**src/rtl/bfu_pkg.sv**
```systemverilog
package bfu_pkg;

  localparam int W     = 32;
  localparam int POS_W = $clog2(W);
  localparam int SZ_W  = POS_W + 1;

  typedef logic [W-1:0]     word_t;
  typedef logic [POS_W-1:0] pos_t;
  typedef logic [SZ_W-1:0]  fsize_t;

  typedef enum logic {
    MODE_EXTRACT = 1'b0,
    MODE_INSERT  = 1'b1
  } bfu_mode_e;

  // Width within 1..W and the low end not below bit 0.
  function automatic logic field_ok(pos_t left, fsize_t size);
    int l;
    int s;
    l = int'(left);
    s = int'(size);
    return (s >= 1) && (s <= W) && (l - s + 1 >= 0);
  endfunction

  // Index of the field's least significant bit.
  function automatic pos_t low_index(pos_t left, fsize_t size);
    fsize_t t;
    t = {1'b0, left} - size + fsize_t'(1);
    return t[POS_W-1:0];
  endfunction

  // Ones in the low 'size' bits.
  function automatic word_t width_mask(fsize_t size);
    if (int'(size) >= W) return '1;
    return (word_t'(1) << size) - word_t'(1);
  endfunction

  // Push the field's top bit to bit W-1, then pull it down with zero fill.
  function automatic word_t extract_field(word_t w, pos_t left, fsize_t size);
    word_t t;
    t = w << (W - 1 - int'(left));
    return t >> (W - int'(size));
  endfunction

  function automatic word_t merge_field(word_t dst, word_t src,
                                        word_t fmask, word_t wmask, pos_t lo);
    return (dst & ~fmask) | ((src & wmask) << lo);
  endfunction

endpackage

```
**src/rtl/bfu_decode.sv**
```systemverilog
module bfu_decode
  import bfu_pkg::*;
(
  input  pos_t   left,
  input  fsize_t size,
  output logic   legal,
  output pos_t   lo,
  output word_t  wmask,
  output word_t  fmask
);

  always_comb begin
    legal = field_ok(left, size);
    lo    = low_index(left, size);
    wmask = width_mask(size);
    fmask = wmask << lo;
  end

endmodule

```
**src/rtl/bfu_core.sv**
```systemverilog
module bfu_core
  import bfu_pkg::*;
(
  input  bfu_mode_e mode,
  input  pos_t      left,
  input  fsize_t    size,
  input  word_t     word,
  input  word_t     src,
  input  logic      legal,
  input  pos_t      lo,
  input  word_t     wmask,
  input  word_t     fmask,
  output word_t     result,
  output logic      err
);

  always_comb begin
    err    = !legal;
    result = word;
    if (legal) begin
      case (mode)
        MODE_EXTRACT: result = extract_field(word, left, size);
        MODE_INSERT:  result = merge_field(word, src, fmask, wmask, lo);
        default:      result = word;
      endcase
    end
  end

endmodule

```
**src/rtl/bfu_stage.sv**
```systemverilog
module bfu_stage
  import bfu_pkg::*;
(
  input  logic  clk,
  input  logic  rst_n,
  input  logic  in_valid,
  output logic  in_ready,
  input  word_t in_data,
  input  logic  in_err,
  output logic  out_valid,
  input  logic  out_ready,
  output word_t out_data,
  output logic  out_err
);

  logic  valid_q;
  word_t data_q;
  logic  err_q;

  assign in_ready = !valid_q || out_ready;

  always_ff @(posedge clk) begin
    if (!rst_n) begin
      valid_q <= 1'b0;
      data_q  <= '0;
      err_q   <= 1'b0;
    end else if (in_valid && in_ready) begin
      valid_q <= 1'b1;
      data_q  <= in_data;
      err_q   <= in_err;
    end else if (out_ready) begin
      valid_q <= 1'b0;
    end
  end

  assign out_valid = valid_q;
  assign out_data  = data_q;
  assign out_err   = err_q;

endmodule

```
**src/rtl/bfu_top.sv**
```systemverilog
module bfu_top
  import bfu_pkg::*;
(
  input  logic        clk,
  input  logic        rst_n,
  input  logic        req_valid,
  output logic        req_ready,
  input  logic        req_mode,
  input  logic [4:0]  req_left,
  input  logic [5:0]  req_size,
  input  logic [31:0] req_word,
  input  logic [31:0] req_src,
  output logic        rsp_valid,
  input  logic        rsp_ready,
  output logic [31:0] rsp_data,
  output logic        rsp_err
);

  logic  legal_w;
  pos_t  lo_w;
  word_t wmask_w;
  word_t fmask_w;
  word_t result_w;
  logic  err_w;

  // Handshake events, named for the checker.
  logic accept_w;
  logic drain_w;
  logic stall_w;

  bfu_decode u_decode (
    .left  (pos_t'(req_left)),
    .size  (fsize_t'(req_size)),
    .legal (legal_w),
    .lo    (lo_w),
    .wmask (wmask_w),
    .fmask (fmask_w)
  );

  bfu_core u_core (
    .mode   (bfu_mode_e'(req_mode)),
    .left   (pos_t'(req_left)),
    .size   (fsize_t'(req_size)),
    .word   (req_word),
    .src    (req_src),
    .legal  (legal_w),
    .lo     (lo_w),
    .wmask  (wmask_w),
    .fmask  (fmask_w),
    .result (result_w),
    .err    (err_w)
  );

  bfu_stage u_stage (
    .clk       (clk),
    .rst_n     (rst_n),
    .in_valid  (req_valid),
    .in_ready  (req_ready),
    .in_data   (result_w),
    .in_err    (err_w),
    .out_valid (rsp_valid),
    .out_ready (rsp_ready),
    .out_data  (rsp_data),
    .out_err   (rsp_err)
  );

  assign accept_w = req_valid && req_ready;
  assign drain_w  = rsp_valid && rsp_ready;
  assign stall_w  = rsp_valid && !rsp_ready;

endmodule

```
**config.mk**
```make
export PLATFORM = sky130hd
export DESIGN_NAME = bfu_top
export DESIGN_NICKNAME = d
export VERILOG_FILES = /design/src/rtl/bfu_pkg.sv /design/src/rtl/bfu_decode.sv /design/src/rtl/bfu_core.sv /design/src/rtl/bfu_stage.sv /design/src/rtl/bfu_top.sv
export SDC_FILE = /design/constraint.sdc
export NUM_CORES = 1
export LEC_CHECK = 0
export ABC_AREA = 1
export BUFFER_PORTS_ARGS = -buffer_cell sky130_fd_sc_hd__buf_2
export CAP_MARGIN = 20
export CORE_UTILIZATION = 45
export CTS_BUF_LIST = sky130_fd_sc_hd__clkbuf_8 sky130_fd_sc_hd__clkbuf_16
export CTS_CLUSTER_SIZE = 10
export DETAILED_ROUTE_END_ITERATION = 7
export SYNTH_ARGS = -nofsm -noshare
export SYNTH_HDL_FRONTEND = slang
export SYNTH_SLANG_ARGS = --single-unit
```
**constraint.sdc**
```tcl
create_clock -name clk -period 4.34 [get_ports clk]
set_input_delay 0.217 -clock clk [delete_from_list [all_inputs] [get_ports clk]]
set_output_delay 0.217 -clock clk [all_outputs]
set_load 0.01 [all_outputs]
```
==> run_results.csv, run 1 <==
group,metric,value,unit
outcome,status,"finished, violations left",
outcome,violations,"design-rule violations",
sta,period_needed,3.697,ns
synth,synth_seq_area_share,6.562,%
global_route,grt_pass1_vias,13180,
sta,finClkSkew,0.003727,ns
global_route,grt_remaining_overflow,0,
detailed_routing,first_pass_iters,8,
global_route,grt_antenna_before_repair,0,
synth,synth_area,10370,sq um
clock_tree,post_cts_buffers,0,
clock_tree,clk_latency,0.28,ns
sta,rsz0062_at_grt,"false",
sta,slew_viol_final,0,
sta,slew_headroom,37.27,%
power,powerDensity,281.9,nW/um^2
die,dieHeight,153.8,um
detailed_routing,wire_per_inst,21.08,um
die,io_pins,115,
clock_tree,cts_tree,"yes",
power,clock_power_share,15.1,%
sta,fmax,270.5,MHz
die,num_rows,55,
synth,synthTopCellsByArea,"nand3_1 29%, nand2_1 26%, dfxtp_1 6.6%, a21oi_1 4.9%, o21ai_0 4.0%",
worst_setup_path,path_max_fanout,46,
power,power.internal,1.329,mW
detailed_routing,vias,14890,
clock_tree,clock_tree.root_cell,"clkbuf_16",
synth,synth_compound_gate_area_share,13.35,%
power,p_comb_share,73.7,%
worst_setup_path,crit_arrival,3.87,ns
clock_tree,h-tree-depth,2,
global_route,gr-usage-met1,61.88,%
detailed_routing,drc,2,
global_route,use_met2,60.35,%
global_route,busiest_layer,"met1",
synth,synth-xor-area-share,0.6634,%
clock_tree,clk_path_buf_depth,2,
sta,setup_violations,0,
synth,async_flop_share,0,%
synth,synth_top_family_by_area,"simple AND/OR/NAND/NOR gates",
detailed_routing,viasPerCell,6.260,
synth,synthTopCellsByCount,"707 x nand2_1, 604 x nand3_1, 101 x a21oi_1",
finish,nFillCells,2554,
synth,synthCells,2076,
synth,ys_warn_count,0,
die,die_w,153.8,um
sta,timing.hold.ws,0.2671,ns
worst_setup_path,required,4.51,ns
sta,tns,0,ns
placement,dp_hpwl,39.21,mm
clock_tree,clock_sinks,34,
sta,period_share,85.19,%
synth,ys.flop_type,"dfxtp_1",
finish,areaGrowthSynthToFinish,7.949,%
synth,synth.distinct_cells,47,
power,p_sw,1.827,mW
finish,regArea,680.7,sq um
hold_path,hp-class,"in2reg",
global_route,met3_usage,7.948,%
finish,final_nets,2195,
die,initial_core_util,45.81,%
sta,tightest_slew,0.9312,ns
synth,synth_fa_ha_area_share,3.064,%
detailed_routing,wl,50.13,mm
synth,synth_seq_cells,34,
worst_setup_path,start_kind,"primary input",
power,switching_share,57.89,%
job,maxCapViolations,0,
global_route,grt_max_degree,65,
finish,drive_above_1_share,12.04,%
clock_tree,cts_made_buffers,5,
placement,gp_congestion,1.030,
global_route,grt_usage,41.58,%
synth,avgSynthCellArea,4.996,sq um
clock_tree,post_cts_resized,0,
sta,hold_viol,0,
synth,synth_largest_area_cell,"nand3_1",
synth,synth_mux_area_share,0.2895,%
worst_setup_path,path_delay_family,"simple AND/OR/NAND/NOR gates",
worst_setup_path,slowest_delay,0.45,ns
finish,multiInputGateArea,8682,sq um
power,ir_worst_vdd,0.1640,mV
die,dieArea,23660,sq um
power,power.leakage,5.913,nW
detailed_routing,dr.first_iter.drc_count,2551,
worst_setup_path,crit_path_end_kind,"flip-flop",
die,core,22640,sq um
placement,io_buffers,114,
clock_tree,path_clk_slew,0.06,ns
synth,synth-simple-area-share,65.91,%
worst_setup_path,crit_chain,"buf_2 > buf_4 > ha_2 > inv_1 > fa_1 > nand2_1 > o21ai_0 > and2_1 > nor4_1 > nand3_1 > ha_1 > nor2_1 > inv_2 > a21oi_1 > o211ai_1 > nand2_1 > a21oi_1",
worst_setup_path,worst-path-buf-inv,4,
detailed_routing,ant_nets,0,
clock_tree,cts_hold_buf,0,
worst_setup_path,crit_type,"in2reg",
synth,synth_top_area_share,29.14,%
synth,syn_nets,2179,
worst_setup_path,slowest_stage,"inv_2",
global_route,grt_pass1_wl,76.96,mm
synth,yosysMostFrequentCell,"nand2_1",
finish,num_antenna_cells,0,
synth,synth-edff-count,0,
power,power_frac_seq,11.3,%
==> cell families after synthesis <==
| group | Yosys count |
|---|---|
| and+or+nand+nor | 1498 |
| AOI/OAI and AO/OA | 258 |
| buffers and inverters | 253 |
| DFF | 34 |
| adders and majority gates | 23 |
| xor gates and xnor gates | 7 |
| muxes | 3 |
==> area by class of cell <==
type / instances / area share [%]
clock buffer: 5 / 1.117
clock inverter: 3 / 0.6146
sequential: 34 / 6.079
timing repair buffer: 144 / 7.509
inverter: 118 / 3.956
tap: 285 / 3.185
multi-input combinational: 1789 / 77.54
==> worst min-delay path, cell delays in order <==
cell and delay, ns:
buf_2 0.10, o21ai_0 0.05, or2_2 0.10, inv_1 0.03
==> cell usage in the layout (no fill, tap or decap), types with 20 or more instances in the layout <==
| cell | n |
|---|---|
| nand4_1 | 20 |
| inv_2 | 20 |
| buf_4 | 27 |
| nand2_2 | 25 |
| buf_2 | 114 |
| dfxtp_1 | 34 |
| o21ai_1 | 35 |
| inv_1 | 94 |
| a21oi_1 | 101 |
| nand2_1 | 706 |
| nand3_1 | 604 |
| nor2_1 | 85 |
| o21ai_0 | 83 |
==> power groups by stage <==
stage / clock network (mW) / registers (mW) / logic, mW
floorplan: 0 / 0.367 / 1.55
global placement: 0 / 0.361 / 2.23
detailed placement: 0 / 0.361 / 2.22
CTS: 0.474 / 0.355 / 2.23
global route: 0.491 / 0.356 / 2.54
finish: 0.476 / 0.355 / 2.33
==> layer usage <==
layer / vias up / share of wire (%)
met3: 120 / 13
li1: 7006 / -
met5: - / 0
met4: 0 / 2.8
met1: 6724 / 43
met2: 1036 / 41
==> per-stage QoR <==
| stage | setup WS (ns) | util [%] | instances | power [mW] | area [sq um] |
|---|---|---|---|---|---|
| after floorplan | 1.109 | - | 2076 | 1.913 | 10370 |
| after global placement | 0.5185 | 48.39 | 2368 | 2.591 | 10960 |
| after detailed placement | 0.4785 | 48.39 | 2368 | 2.584 | 10960 |
| after CTS | 0.7684 | 49.25 | 2376 | 3.059 | 11150 |
| after global routing | 0.4111 | 49.46 | 2378 | 3.384 | 11200 |
| final | 0.6426 | 49.46 | 2378 | 3.156 | 11200 |
==> flip-flops by register name, summed over array words and instances, names as in the netlist <==
| register | flops |
|---|---|
| u_stage.out_data | 32 |
| u_stage.out_err | 1 |
| u_stage.out_valid | 1 |
==> worst paths after layout <==
kind / start / to / slack [ns] / cells past startpoint
max: req_size[0] / u_stage.out_data[8]$_SDFFE_PN0P_ / 0.64 / 17
min: rst_n / u_stage.out_err$_SDFFE_PN0P_ / 0.27 / 4
max reg2reg: u_stage.out_valid$_SDFFE_PN0P_ / u_stage.out_data[4]$_SDFFE_PN0P_ / 2.98 / 6
min reg2reg: u_stage.out_data[17]$_SDFFE_PN0P_ / u_stage.out_data[17]$_SDFFE_PN0P_ / 0.47 / 2
Note: power is estimated with default switching activity, not from simulation.
==> run 2: changes to the inputs <==
--- a/config.mk
+++ b/config.mk
@@ -6,12 +6,12 @@
 export NUM_CORES = 1
 export LEC_CHECK = 0
 export ABC_AREA = 1
-export BUFFER_PORTS_ARGS = -buffer_cell sky130_fd_sc_hd__buf_2
 export CAP_MARGIN = 20
 export CORE_UTILIZATION = 45
 export CTS_BUF_LIST = sky130_fd_sc_hd__clkbuf_8 sky130_fd_sc_hd__clkbuf_16
 export CTS_CLUSTER_SIZE = 10
 export DETAILED_ROUTE_END_ITERATION = 7
+export DONT_BUFFER_PORTS = 1
 export SYNTH_ARGS = -nofsm -noshare
 export SYNTH_HDL_FRONTEND = slang
 export SYNTH_SLANG_ARGS = --single-unit
==> constraint.sdc (replaced) <==
create_clock -name clk -period 4.4 [get_ports clk]
set_input_delay 0.22 -clock clk [delete_from_list [all_inputs] [get_ports clk]]
set_output_delay 0.22 -clock clk [all_outputs]
set_load 0.01 [all_outputs]
==> run 2 against run 1 <==
  * The flow still finishes with violations (design-rule violations)
  * Power fell by 8.5%
  * Non-clock buffer count is 121 lower
  * Sequential share of layout area up 0.40 points
  * First-iteration DRC count shrank 10%
  * Core utilization is 3.0 points lower
==> run_results.csv, run 2 (synthesis gave the netlist of run 1 again) <==
group,metric,value,unit
outcome,status,"finished, violations left",
outcome,violations,"design-rule violations",
hold_path,min_from,"rst_n",
clock_tree,h-tree-depth,2,
finish,areaGrowthSynthToFinish,1.315,%
sta,slew_headroom,33.90,%
die,dieArea,23660,sq um
die,die_w,153.8,um
clock_tree,cts_made_buffers,5,
clock_tree,post_cts_resized,0,
global_route,grt_pass1_vias,12670,
clock_tree,clk_path_buf_depth,2,
detailed_routing,wire_per_inst,22.13,um
sta,setup_violations,0,
global_route,grt_max_degree,65,
finish,multiInputGateArea,8682,sq um
detailed_routing,first_pass_iters,8,
detailed_routing,dr.first_iter.drc_count,2286,
placement,dp_hpwl,38.97,mm
detailed_routing,vias,14430,
sta,fmax,320.2,MHz
finish,drive_above_1_share,6.643,%
die,dieHeight,153.8,um
power,power.leakage,5.362,nW
clock_tree,clock_sinks,34,
finish,nFillCells,2617,
die,core,22640,sq um
sta,rsz0062_at_grt,"false",
sta,hold_viol,0,
finish,regArea,680.7,sq um
finish,final_nets,2074,
global_route,grt_pass1_wl,75.89,mm
placement,post_dp_cell_area,10330,sq um
finish,utilization,46.42,%
sta,tns,0,ns
global_route,grt_antenna_before_repair,0,
finish,final_common_cell,"nand2_1",
job,maxCapViolations,0,
worst_setup_path,r2r-end,"u_stage.out_data[2]$_SDFFE_PN0P_",
detailed_routing,drc,2,
placement,gp_congestion,1.025,
sta,timing.hold.ws,0.1536,ns
clock_tree,cts_tree,"yes",
worst_setup_path,crit_arrival,3.34,ns
detailed_routing,ant_nets,0,
clock_tree,cts_hold_buf,0,
die,io_pins,115,
die,num_rows,55,
die,initial_core_util,45.81,%
worst_setup_path,path_max_fanout,41,
worst_setup_path,rrSetupSlack,2.42,ns
sta,slew_viol_final,0,
worst_setup_path,crit_start,"req_size[0]",
worst_setup_path,start_kind,"primary input",
clock_tree,path_clk_slew,0.06,ns
global_route,grt_usage,41.40,%
clock_tree,clk_latency,0.29,ns
global_route,grt_remaining_overflow,0,
hold_path,whs_path_depth,3,
worst_setup_path,crit_path_end_kind,"flip-flop",
worst_setup_path,required,4.62,ns
worst_setup_path,rr_startpoint,"u_stage.out_valid$_SDFFE_PN0P_",
sta,tightest_slew,0.9904,ns
clock_tree,clock_tree.root_cell,"clkbuf_16",
power,powerDensity,274.7,nW/um^2
hold_path,min_to,"u_stage.out_err$_SDFFE_PN0P_",
clock_tree,post_cts_buffers,0,
finish,largest_reg_flops,32,
sta,finClkSkew,0.007115,ns
placement,io_buffers,0,
sta,period_share,70.98,%
finish,final_cell_mix,"706 x nand2_1, 604 x nand3_1, 101 x a21oi_1",
sta,period_needed,3.123,ns
detailed_routing,wl,49.97,mm
power,ir_worst_vdd,0.1326,mV
worst_setup_path,crit_type,"in2reg",
hold_path,hp-class,"in2reg",
detailed_routing,viasPerCell,6.392,
finish,finalInstanceArea,10510,sq um
worst_setup_path,r2r.worst_path.cells,7,
==> run 2: through the flow <==
stage,std cells,total power [mW],worst slack (ns)
finish,2258,2.887,1.277
global route,2257,3.095,0.9862
CTS,2256,2.803,1.310
detailed placement,2248,2.431,1.029
global placement,2248,2.435,1.100
floorplan,2076,1.887,1.166
==> run 2: critical path, stage by stage <==
cell     delay, ns
inv_1         0.08
ha_1          0.25
ha_1          0.20
nand2_1       0.08
inv_1         0.06
nand2_1       0.12
nand3_1       0.13
nor2_1        0.27
nand3_1       0.20
nor2_1        0.13
nand2_1       0.06
nand2_1       0.31
nand3_1       0.20
nand3_1       0.14
nand2_1       0.10
nand3_1       0.09
nand3_1       0.12
nand3_1       0.17
nand3_1       0.09
nand2_1       0.06
nand2_1       0.10
a21oi_1       0.13
==> run 2: cell type report <==
cell class	count	area share, %
Sequential cell	34	6.477
Tap cell	285	3.393
Clock buffer	6	1.322
Multi-Input combinational cell	1789	82.62
Antenna cell	1	0.02381
Clock inverter	2	0.1191
Timing Repair Buffer	23	1.834
Inverter	118	4.215
==> run 2: layer usage <==
| layer | part of all wire (%) | track usage (%) |
|---|---|---|
| met4 | 3.2 | 11.43 |
| met2 | 42 | 62.75 |
| met3 | 13 | 7.413 |
| met5 | 0 | 0 |
| met1 | 42 | 59.37 |
==> run 2: how the worst max path moves through the flow <==
stage,cells past startpoint,endpoint
finish,22,u_stage.out_data[26]$_SDFFE_PN0P_
global route,24,u_stage.out_data[26]$_SDFFE_PN0P_
CTS,17,u_stage.out_data[6]$_SDFFE_PN0P_
detailed placement,17,u_stage.out_data[6]$_SDFFE_PN0P_
global placement,17,u_stage.out_data[0]$_SDFFE_PN0P_
floorplan,28,u_stage.out_data[30]$_SDFFE_PN0P_
==> run 2: power breakdown <==
group	leakage, nW	internal (mW)	switching [mW]	total (mW)
clock network	0.0729	0.224	0.147	0.371
registers	0.280	0.332	0.0317	0.364
logic	5.01	0.608	1.54	2.15
